File: src/rtl/fpm_dram_pkg.sv
package fpm_dram_pkg;

  localparam int AW = 9;
  localparam int DW = 16;

  typedef enum logic [2:0] {
    S_PRE, S_IDLE, S_RCD, S_COLSET, S_CAS, S_OPEN, S_REF
  } seqState_t;

  // Strobe bundle from the sequencer to the pin register stage.
  typedef struct packed {
    logic          rasN;
    logic          lcasN;
    logic          ucasN;
    logic          weN;
    logic          oeN;
    logic          dqOe;
    logic          capture;
    logic [AW-1:0] addr;
  } pinStb_t;

  localparam pinStb_t STB_IDLE = '{rasN: 1'b1, lcasN: 1'b1, ucasN: 1'b1,
                                   weN: 1'b1, oeN: 1'b1, dqOe: 1'b0,
                                   capture: 1'b0, addr: '0};

  function automatic int maxOf(input int a, input int b);
    return (a > b) ? a : b;
  endfunction

  // Column strobe width: covers strobe access, column access, and row
  // access measured from the row strobe (row-to-column is tRcd+1 cycles).
  function automatic int casLowOf(input int tCas, input int tAa,
                                  input int tRac, input int tRcd);
    return maxOf(maxOf(tCas, tAa), maxOf(tRac - tRcd - 1, 1));
  endfunction

endpackage

File: src/rtl/fpm_dram_control.sv
module fpm_dram_control
  import fpm_dram_pkg::*;
#(
  parameter int T_RP       = 4,
  parameter int T_RCD      = 2,
  parameter int T_RAS      = 6,
  parameter int T_RC       = 11,
  parameter int T_CAS      = 2,
  parameter int T_CP       = 1,
  parameter int T_PC       = 4,
  parameter int T_AA       = 3,
  parameter int T_RAC      = 6,
  parameter int PAGE_LIMIT = 10000
) (
  input  logic            clk,
  input  logic            rstN,
  input  logic            reqValid,
  input  logic            reqWrite,
  input  logic [2*AW-1:0] reqAddr,
  input  logic [1:0]      reqByteEn,
  output logic            reqReady,
  input  logic            refReq,
  output logic            refGnt,
  output pinStb_t         stb
);

  localparam int CAS_LOW = casLowOf(T_CAS, T_AA, T_RAC, T_RCD);
  localparam int RAS_MIN = maxOf(T_RAS, T_RC - T_RP);
  localparam int CP_MIN  = maxOf(maxOf(T_CP, T_PC - CAS_LOW), 1);
  localparam int GUARD   = CAS_LOW + CP_MIN + 3;
  localparam int CNT_MAX = maxOf(maxOf(T_RP, T_RCD), maxOf(CAS_LOW, CP_MIN));
  localparam int CNT_W   = $clog2(CNT_MAX + 1) + 1;
  localparam int RAS_W   = $clog2(PAGE_LIMIT + 1) + 1;

  localparam logic [CNT_W-1:0] RP_LAST  = CNT_W'(T_RP - 1);
  localparam logic [CNT_W-1:0] RCD_LAST = CNT_W'(T_RCD - 1);
  localparam logic [CNT_W-1:0] CAS_LAST = CNT_W'(CAS_LOW - 1);
  localparam logic [CNT_W-1:0] CP_LAST  = CNT_W'(CP_MIN - 1);
  localparam logic [RAS_W-1:0] RMIN_LAST = RAS_W'(RAS_MIN - 1);
  localparam logic [RAS_W-1:0] NEAR_END  = RAS_W'(PAGE_LIMIT - GUARD);

  if (T_RCD < 1) begin : g_rcdCheck
    $error("T_RCD must be at least 1");
  end
  if (T_RP < 1) begin : g_rpCheck
    $error("T_RP must be at least 1");
  end
  if (PAGE_LIMIT <= GUARD + RAS_MIN) begin : g_limitCheck
    $error("PAGE_LIMIT too small for one column cycle");
  end

  seqState_t       state;
  logic [CNT_W-1:0] cnt;
  logic [RAS_W-1:0] rasCnt;
  logic [AW-1:0]    openRow;
  logic [AW-1:0]    curCol;
  logic             curWrite;
  logic [1:0]       curBe;

  logic rowHit, nearLimit, canClose, cpOk, closeWanted;

  assign rowHit      = (reqAddr[2*AW-1:AW] == openRow);
  assign nearLimit   = (rasCnt >= NEAR_END);
  assign canClose    = (rasCnt >= RMIN_LAST);
  assign cpOk        = (cnt >= CP_LAST);
  assign closeWanted = refReq || nearLimit || (reqValid && !rowHit);
  assign refGnt      = (state == S_REF);

  always_comb begin
    reqReady = 1'b0;
    unique case (state)
      S_IDLE:  reqReady = !refReq;
      S_OPEN:  reqReady = !refReq && rowHit && cpOk && !nearLimit;
      default: reqReady = 1'b0;
    endcase
  end

  always_ff @(posedge clk or negedge rstN) begin
    if (!rstN) begin
      state    <= S_PRE;
      cnt      <= '0;
      rasCnt   <= '0;
      openRow  <= '0;
      curCol   <= '0;
      curWrite <= 1'b0;
      curBe    <= '0;
    end else begin
      unique case (state)
        S_PRE: begin
          if (cnt == RP_LAST) begin
            cnt   <= '0;
            state <= S_IDLE;
          end else begin
            cnt <= cnt + 1'b1;
          end
        end
        S_IDLE: begin
          if (refReq) begin
            state <= S_REF;
          end else if (reqValid) begin
            openRow  <= reqAddr[2*AW-1:AW];
            curCol   <= reqAddr[AW-1:0];
            curWrite <= reqWrite;
            curBe    <= reqByteEn;
            rasCnt   <= '0;
            cnt      <= '0;
            state    <= S_RCD;
          end
        end
        S_RCD: begin
          rasCnt <= rasCnt + 1'b1;
          if (cnt == RCD_LAST) begin
            cnt   <= '0;
            state <= S_COLSET;
          end else begin
            cnt <= cnt + 1'b1;
          end
        end
        S_COLSET: begin
          rasCnt <= rasCnt + 1'b1;
          cnt    <= '0;
          state  <= S_CAS;
        end
        S_CAS: begin
          rasCnt <= rasCnt + 1'b1;
          if (cnt == CAS_LAST) begin
            cnt   <= '0;
            state <= S_OPEN;
          end else begin
            cnt <= cnt + 1'b1;
          end
        end
        S_OPEN: begin
          rasCnt <= rasCnt + 1'b1;
          if (reqValid && reqReady) begin
            curCol   <= reqAddr[AW-1:0];
            curWrite <= reqWrite;
            curBe    <= reqByteEn;
            cnt      <= '0;
            state    <= S_COLSET;
          end else if (closeWanted && canClose) begin
            cnt   <= '0;
            state <= S_PRE;
          end else if (cnt != '1) begin
            cnt <= cnt + 1'b1;
          end
        end
        S_REF: begin
          if (!refReq) begin
            cnt   <= '0;
            state <= S_PRE;
          end
        end
        default: state <= S_PRE;
      endcase
    end
  end

  always_comb begin
    stb      = STB_IDLE;
    stb.addr = openRow;
    unique case (state)
      S_IDLE: stb.addr = reqAddr[2*AW-1:AW];
      S_RCD:  stb.rasN = 1'b0;
      S_COLSET: begin
        stb.rasN = 1'b0;
        stb.addr = curCol;
        stb.weN  = !curWrite;
        stb.dqOe = curWrite;
      end
      S_CAS: begin
        stb.rasN    = 1'b0;
        stb.addr    = curCol;
        stb.lcasN   = !curBe[0];
        stb.ucasN   = !curBe[1];
        stb.weN     = !curWrite;
        stb.oeN     = curWrite;
        stb.dqOe    = curWrite;
        stb.capture = !curWrite && (cnt == CAS_LAST);
      end
      S_OPEN: begin
        stb.rasN = 1'b0;
        stb.addr = curCol;
      end
      default: ;
    endcase
  end

  // nothing is taken while the refresh engine owns the memory
  a_r10_no_accept_in_grant: assert property (@(posedge clk) disable iff (!rstN)
    refGnt |-> !reqReady);

  // a same-row request goes straight to a column cycle on the held row
  a_r6_hit_keeps_row: assert property (@(posedge clk) disable iff (!rstN)
    (state == S_OPEN && reqValid && reqReady)
      |=> (state == S_COLSET && openRow == $past(reqAddr[2*AW-1:AW])));

  // the internal row-active count stays within the limit
  a_r9_count_bound: assert property (@(posedge clk) disable iff (!rstN)
    rasCnt <= RAS_W'(PAGE_LIMIT));

endmodule

File: src/rtl/fpm_dram_datapath.sv
module fpm_dram_datapath
  import fpm_dram_pkg::*;
#(
  parameter int CAS_LOW    = 3,
  parameter int T_RP       = 4,
  parameter int PAGE_LIMIT = 10000
) (
  input  logic          clk,
  input  logic          rstN,
  input  pinStb_t       stb,
  input  logic          wrLoad,
  input  logic [DW-1:0] wrData,
  input  logic [DW-1:0] dqIn,
  output logic          rasN,
  output logic          lcasN,
  output logic          ucasN,
  output logic          weN,
  output logic          oeN,
  output logic [AW-1:0] addr,
  output logic [DW-1:0] dqOut,
  output logic          dqOe,
  output logic [DW-1:0] rdData,
  output logic          rdValid
);

  pinStb_t       stbQ;
  logic [DW-1:0] wdataQ;

  always_ff @(posedge clk or negedge rstN) begin
    if (!rstN) begin
      stbQ    <= STB_IDLE;
      wdataQ  <= '0;
      rdData  <= '0;
      rdValid <= 1'b0;
    end else begin
      stbQ    <= stb;
      rdValid <= stbQ.capture;
      if (wrLoad)       wdataQ <= wrData;
      if (stbQ.capture) rdData <= dqIn;
    end
  end

  assign rasN  = stbQ.rasN;
  assign lcasN = stbQ.lcasN;
  assign ucasN = stbQ.ucasN;
  assign weN   = stbQ.weN;
  assign oeN   = stbQ.oeN;
  assign addr  = stbQ.addr;
  assign dqOe  = stbQ.dqOe;
  assign dqOut = wdataQ;

  // Pin run-length counters used only by the assertions below.
  localparam int RW = $clog2(PAGE_LIMIT + 2) + 1;
  localparam int HW = $clog2(T_RP + 2) + 1;
  localparam int CW = $clog2(CAS_LOW + 2) + 1;

  logic          casHigh;
  logic [RW-1:0] rasLowRun;
  logic [HW-1:0] rasHighRun;
  logic [CW-1:0] casLowRun;

  assign casHigh = stbQ.lcasN & stbQ.ucasN;

  always_ff @(posedge clk or negedge rstN) begin
    if (!rstN) begin
      rasLowRun  <= '0;
      rasHighRun <= '0;
      casLowRun  <= '0;
    end else begin
      if (!stbQ.rasN) begin
        rasHighRun <= '0;
        if (rasLowRun != '1) rasLowRun <= rasLowRun + 1'b1;
      end else begin
        rasLowRun <= '0;
        if (rasHighRun != '1) rasHighRun <= rasHighRun + 1'b1;
      end
      if (!casHigh) begin
        if (casLowRun != '1) casLowRun <= casLowRun + 1'b1;
      end else begin
        casLowRun <= '0;
      end
    end
  end

  a_r9_ras_limit: assert property (@(posedge clk) disable iff (!rstN)
    rasLowRun <= RW'(PAGE_LIMIT));

  a_r7_precharge: assert property (@(posedge clk) disable iff (!rstN)
    $fell(rasN) |-> rasHighRun >= HW'(T_RP));

  a_r8_cas_width: assert property (@(posedge clk) disable iff (!rstN)
    $rose(casHigh) |-> casLowRun >= CW'(CAS_LOW));

  a_r2_cas_inside_ras: assert property (@(posedge clk) disable iff (!rstN)
    (!lcasN || !ucasN) |-> !rasN);

  a_r4_no_contention: assert property (@(posedge clk) disable iff (!rstN)
    dqOe |-> oeN);

  a_r4_we_stable: assert property (@(posedge clk) disable iff (!rstN)
    (!casHigh && !$past(casHigh)) |-> $stable(weN));

  a_r5_single_pulse: assert property (@(posedge clk) disable iff (!rstN)
    rdValid |=> !rdValid);

endmodule

File: src/rtl/fpm_dram_ctrl.sv
module fpm_dram_ctrl
  import fpm_dram_pkg::*;
#(
  parameter int T_RP       = 4,
  parameter int T_RCD      = 2,
  parameter int T_RAS      = 6,
  parameter int T_RC       = 11,
  parameter int T_CAS      = 2,
  parameter int T_CP       = 1,
  parameter int T_PC       = 4,
  parameter int T_AA       = 3,
  parameter int T_RAC      = 6,
  parameter int PAGE_LIMIT = 10000
) (
  input  logic        clk,
  input  logic        rstN,
  input  logic        reqValid,
  input  logic        reqWrite,
  input  logic [17:0] reqAddr,
  input  logic [1:0]  reqByteEn,
  input  logic [15:0] reqWdata,
  output logic        reqReady,
  output logic [15:0] rdData,
  output logic        rdValid,
  input  logic        refReq,
  output logic        refGnt,
  output logic        dramRasN,
  output logic        dramLcasN,
  output logic        dramUcasN,
  output logic        dramWeN,
  output logic        dramOeN,
  output logic [8:0]  dramAddr,
  output logic [15:0] dramDqOut,
  output logic        dramDqOe,
  input  logic [15:0] dramDqIn
);

  localparam int CAS_LOW = casLowOf(T_CAS, T_AA, T_RAC, T_RCD);

  pinStb_t stb;

  fpm_dram_control #(
    .T_RP(T_RP), .T_RCD(T_RCD), .T_RAS(T_RAS), .T_RC(T_RC),
    .T_CAS(T_CAS), .T_CP(T_CP), .T_PC(T_PC), .T_AA(T_AA),
    .T_RAC(T_RAC), .PAGE_LIMIT(PAGE_LIMIT)
  ) u_control (
    .clk(clk), .rstN(rstN),
    .reqValid(reqValid), .reqWrite(reqWrite), .reqAddr(reqAddr),
    .reqByteEn(reqByteEn), .reqReady(reqReady),
    .refReq(refReq), .refGnt(refGnt), .stb(stb)
  );

  fpm_dram_datapath #(
    .CAS_LOW(CAS_LOW), .T_RP(T_RP), .PAGE_LIMIT(PAGE_LIMIT)
  ) u_datapath (
    .clk(clk), .rstN(rstN), .stb(stb),
    .wrLoad(reqValid && reqReady), .wrData(reqWdata), .dqIn(dramDqIn),
    .rasN(dramRasN), .lcasN(dramLcasN), .ucasN(dramUcasN),
    .weN(dramWeN), .oeN(dramOeN), .addr(dramAddr),
    .dqOut(dramDqOut), .dqOe(dramDqOe),
    .rdData(rdData), .rdValid(rdValid)
  );

endmodule

File: config.mk
export PLATFORM = sky130hd
export DESIGN_NAME = fpm_dram_ctrl
export DESIGN_NICKNAME = d
export VERILOG_FILES = /design/src/rtl/fpm_dram_pkg.sv /design/src/rtl/fpm_dram_control.sv /design/src/rtl/fpm_dram_datapath.sv /design/src/rtl/fpm_dram_ctrl.sv
export SDC_FILE = /design/constraint.sdc
export NUM_CORES = 1
export LEC_CHECK = 0
export BUFFER_PORTS_ARGS = -buffer_cell sky130_fd_sc_hd__buf_4
export CAP_MARGIN = 20
export CORE_MARGIN = 3
export CORE_UTILIZATION = 30
export DETAILED_ROUTE_END_ITERATION = 16
export PLACE_DENSITY = 0.49
export SYNTH_ARGS = -nofsm -noshare
export SYNTH_HDL_FRONTEND = slang
export SYNTH_SLANG_ARGS = --single-unit
File: constraint.sdc
create_clock -name clk -period 3.6 [get_ports clk]
set_input_delay 0.18 -clock clk [delete_from_list [all_inputs] [get_ports clk]]
set_output_delay 0.18 -clock clk [all_outputs]
set_load 0.05 [all_outputs]
==> reports/metrics.yaml <==
synth.most_common_cell: "dfrtp_1"
antenna_found_initial: 0
cts_max_level: 3
arrival_ps: 3250
cts_max_path_buffers: 2
wl_per_cell_um: 15.0
final-hold-violation-count: 0
min_period_ps: 3020
yosysSeqAreaShare_pct: 53.1
clk_pin_slew_ps: 70
cts.sinks: 92
critPathRequiredTime_ps: 3830
synth_cells: 390
worstSkewPairLatency_ps: 340
path_class: "register to register"
synth_commonest_cells: "dfrtp_1 (87), mux2_2 (44), nand2_1 (39), nor2_1 (27), a21oi_1 (20)"
skew_ps: 9.59
start_util_pct: 31.0
cts_buffers: 9
cts_resized: 0
cts-root-buf: "clkbuf_16"
die_area_um2: 16000
slew-limit-headroom_pct: 44.4
ys_warn_count: 0
first_global_vias: 3196
grt_overflow_total: 0
p_per_area_nw_per_um2: 1010
syn_nets: 453
ios: 107
ys_top_cells_by_area: "dfrtp_1 (50%), mux2_2 (11%), xor2_1 (3.6%)"
worstMarginPinSlew_ps: 834
status: "finished clean"
post_dp_cell_area_um2: 5260
yosysTopAreaCellShare_pct: 50.0
fmax_ghz: 0.331
period_share_pct: 84.0
dieHeight_um: 126
cts_tree: "done"
ys.flop_type: "dfrtp_1"
ys_seq_elements: 92
drive_above_1_share_pct: 37.8
vdd.ir_drop.worst_uv: 498
cts_setup_buffers: 0
vias_per_cell: 4.78
drtAntennaViolNets: 0
fin_area_um2: 5560
crit_path_max_fanout: 16
dpl.hpwl_mm: 6.92
grtUsageTotal_pct: 12.7
first_pass_iters: 4
critPathCaptureType: "register"
rows: 43
drc: 0
port_buffers: 106
finalSetupViolations: 0
grt_max_degree: 67
diodes: 0
synth_area_um2: 4350
gp_congestion: 0.791
die_w_um: 126
critPathLaunchType: "register"
hp-class: "input port to register"
drv_cap: 0
slew_violations: 0
power_mw: 5.62
leakage_nw: 2.58
rsz0062_at_grt: "no"
drt-initial-drc-count: 157
grt_pass1_wl_mm: 16.5
finalSetupTns_ps: 0
synth_edf_count: 0
totalWireLength_mm: 10.1
fp.coreArea_um2: 14000
finalNetCount: 550
yosys.area.top_type: "dfrtp_1"
synth_area_per_cell_um2: 11.2
synth_cell_types: 49
syn2layout_area_growth_pct: 27.8
async_flop_share_pct: 100
vias: 3215
[layout make-up]
type                            instances  area (µm²)
Multi-Input combinational cell        260        1830
Fill cell                            1384        8480
Timing Repair Buffer                  114         871
Inverter                               10        37.5
Clock buffer                           11         243
Tap cell                              180         225
Clock inverter                          5        42.5
Sequential cell                        92        2310
[cells in the final DEF (no fill, tap or decap), types with 3 or more instances in the layout]
| cell | n |
|---|---|
| clkbuf_16 | 9 |
| dfrtp_1 | 87 |
| xor2_1 | 18 |
| nand4_1 | 9 |
| o22a_1 | 9 |
| nor2b_1 | 5 |
| ha_1 | 6 |
| nor2_1 | 27 |
| and3_1 | 4 |
| nand2_1 | 39 |
| nor3_1 | 6 |
| xnor2_1 | 5 |
| o21ai_0 | 6 |
| inv_1 | 10 |
| mux2_2 | 44 |
| o22ai_1 | 18 |
| nand2b_1 | 3 |
| nand3_1 | 6 |
| buf_4 | 112 |
| dfstp_2 | 5 |
| a21oi_1 | 20 |
[routing by layer]
layer / part of all wire [%] / vias up / track usage (%)
li1: - / 1569 / -
met1: 48 / 1535 / 17.7
met2: 44 / 101 / 19.0
met3: 6.6 / 10 / 3.58
met4: 1.4 / 0 / 4.61
met5: 0 / - / 0
[cells by family (layout without fill, tap and decap cells)]
kind of cell	Yosys count	after routing	synth area share (%)
and+or+nand+nor	110	110	12.1
DFF	92	92	53.1
AOI/OAI and AO/OA	76	76	12.0
muxes	45	45	11.6
buffers and inverters	38	140	4.83
xor gates and xnor gates	23	23	4.63
adders and majority gates	6	6	1.73
[report_power, final]
part | leakage, nW | switching, mW | internal (mW)
Clock | 0.142 | 0.416 | 0.496
Combinational | 1.30 | 1.77 | 1.07
Sequential | 1.14 | 0.361 | 1.50
[flip-flops by register name, indices dropped and copies added, names as in the netlist]
name                cells
u_datapath.rasN         1
u_control.curCol        9
u_datapath.dqOe         1
u_control.curBe         2
u_datapath.oeN          1
u_datapath.rdData      16
u_datapath.weN          1
u_control.state         3
u_control.rasCnt       15
u_control.cnt           4
u_datapath.ucasN        1
u_datapath.lcasN        1
u_datapath.dqOut       16
u_control.curWrite      1
u_control.openRow       9
u_datapath.rdValid      1
u_datapath.addr         9
u_datapath.stbQ         1
[final timing paths]
| check | start | end | slack, ps | cells after the start |
|---|---|---|---|---|
| max | u_control.rasCnt[1] | u_datapath.dqOut[5] | 580 | 9 |
| min | reqAddr[15] | u_control.openRow[6] | 50 | 3 |
| max reg2reg | u_control.rasCnt[1] | u_datapath.dqOut[5] | 580 | 9 |
| min reg2reg | u_control.curBe[1] | u_datapath.ucasN | 400 | 1 |
| max in group asynchronous | rstN | u_datapath.rasN | 2200 | 3 |
| min in group asynchronous | rstN | u_datapath.rdValid | 480 | 2 |
[worst max-delay path, stage by stage, from the launching register on]
cell and delay [ps]:
dfrtp_1 480, inv_1 70, ha_1 190, o41ai_2 330
a211oi_1 110, a2111o_1 460, nor2_1 220, a31o_2 480
buf_12 220, mux2_2 340
[metrics by stage]
stage	setup WS (ps)	hold slack (ps)	std cells	utilization, %
4_1_cts	549	39.9	672	39.6
3_5_place_dp	563	350	655	37.5
3_3_place_gp	649	353	655	37.5
2_1_floorplan	932	-116	390	-
6_report	576	53.1	672	39.6
5_1_grt	350	39.5	672	39.6
[repair_timing]
item	CTS	global route
hold endpoints to repair	61	0
endpoints found under the setup margin	0	0
hold buffers	1	0
Note: power is estimated with default switching activity, not from simulation.
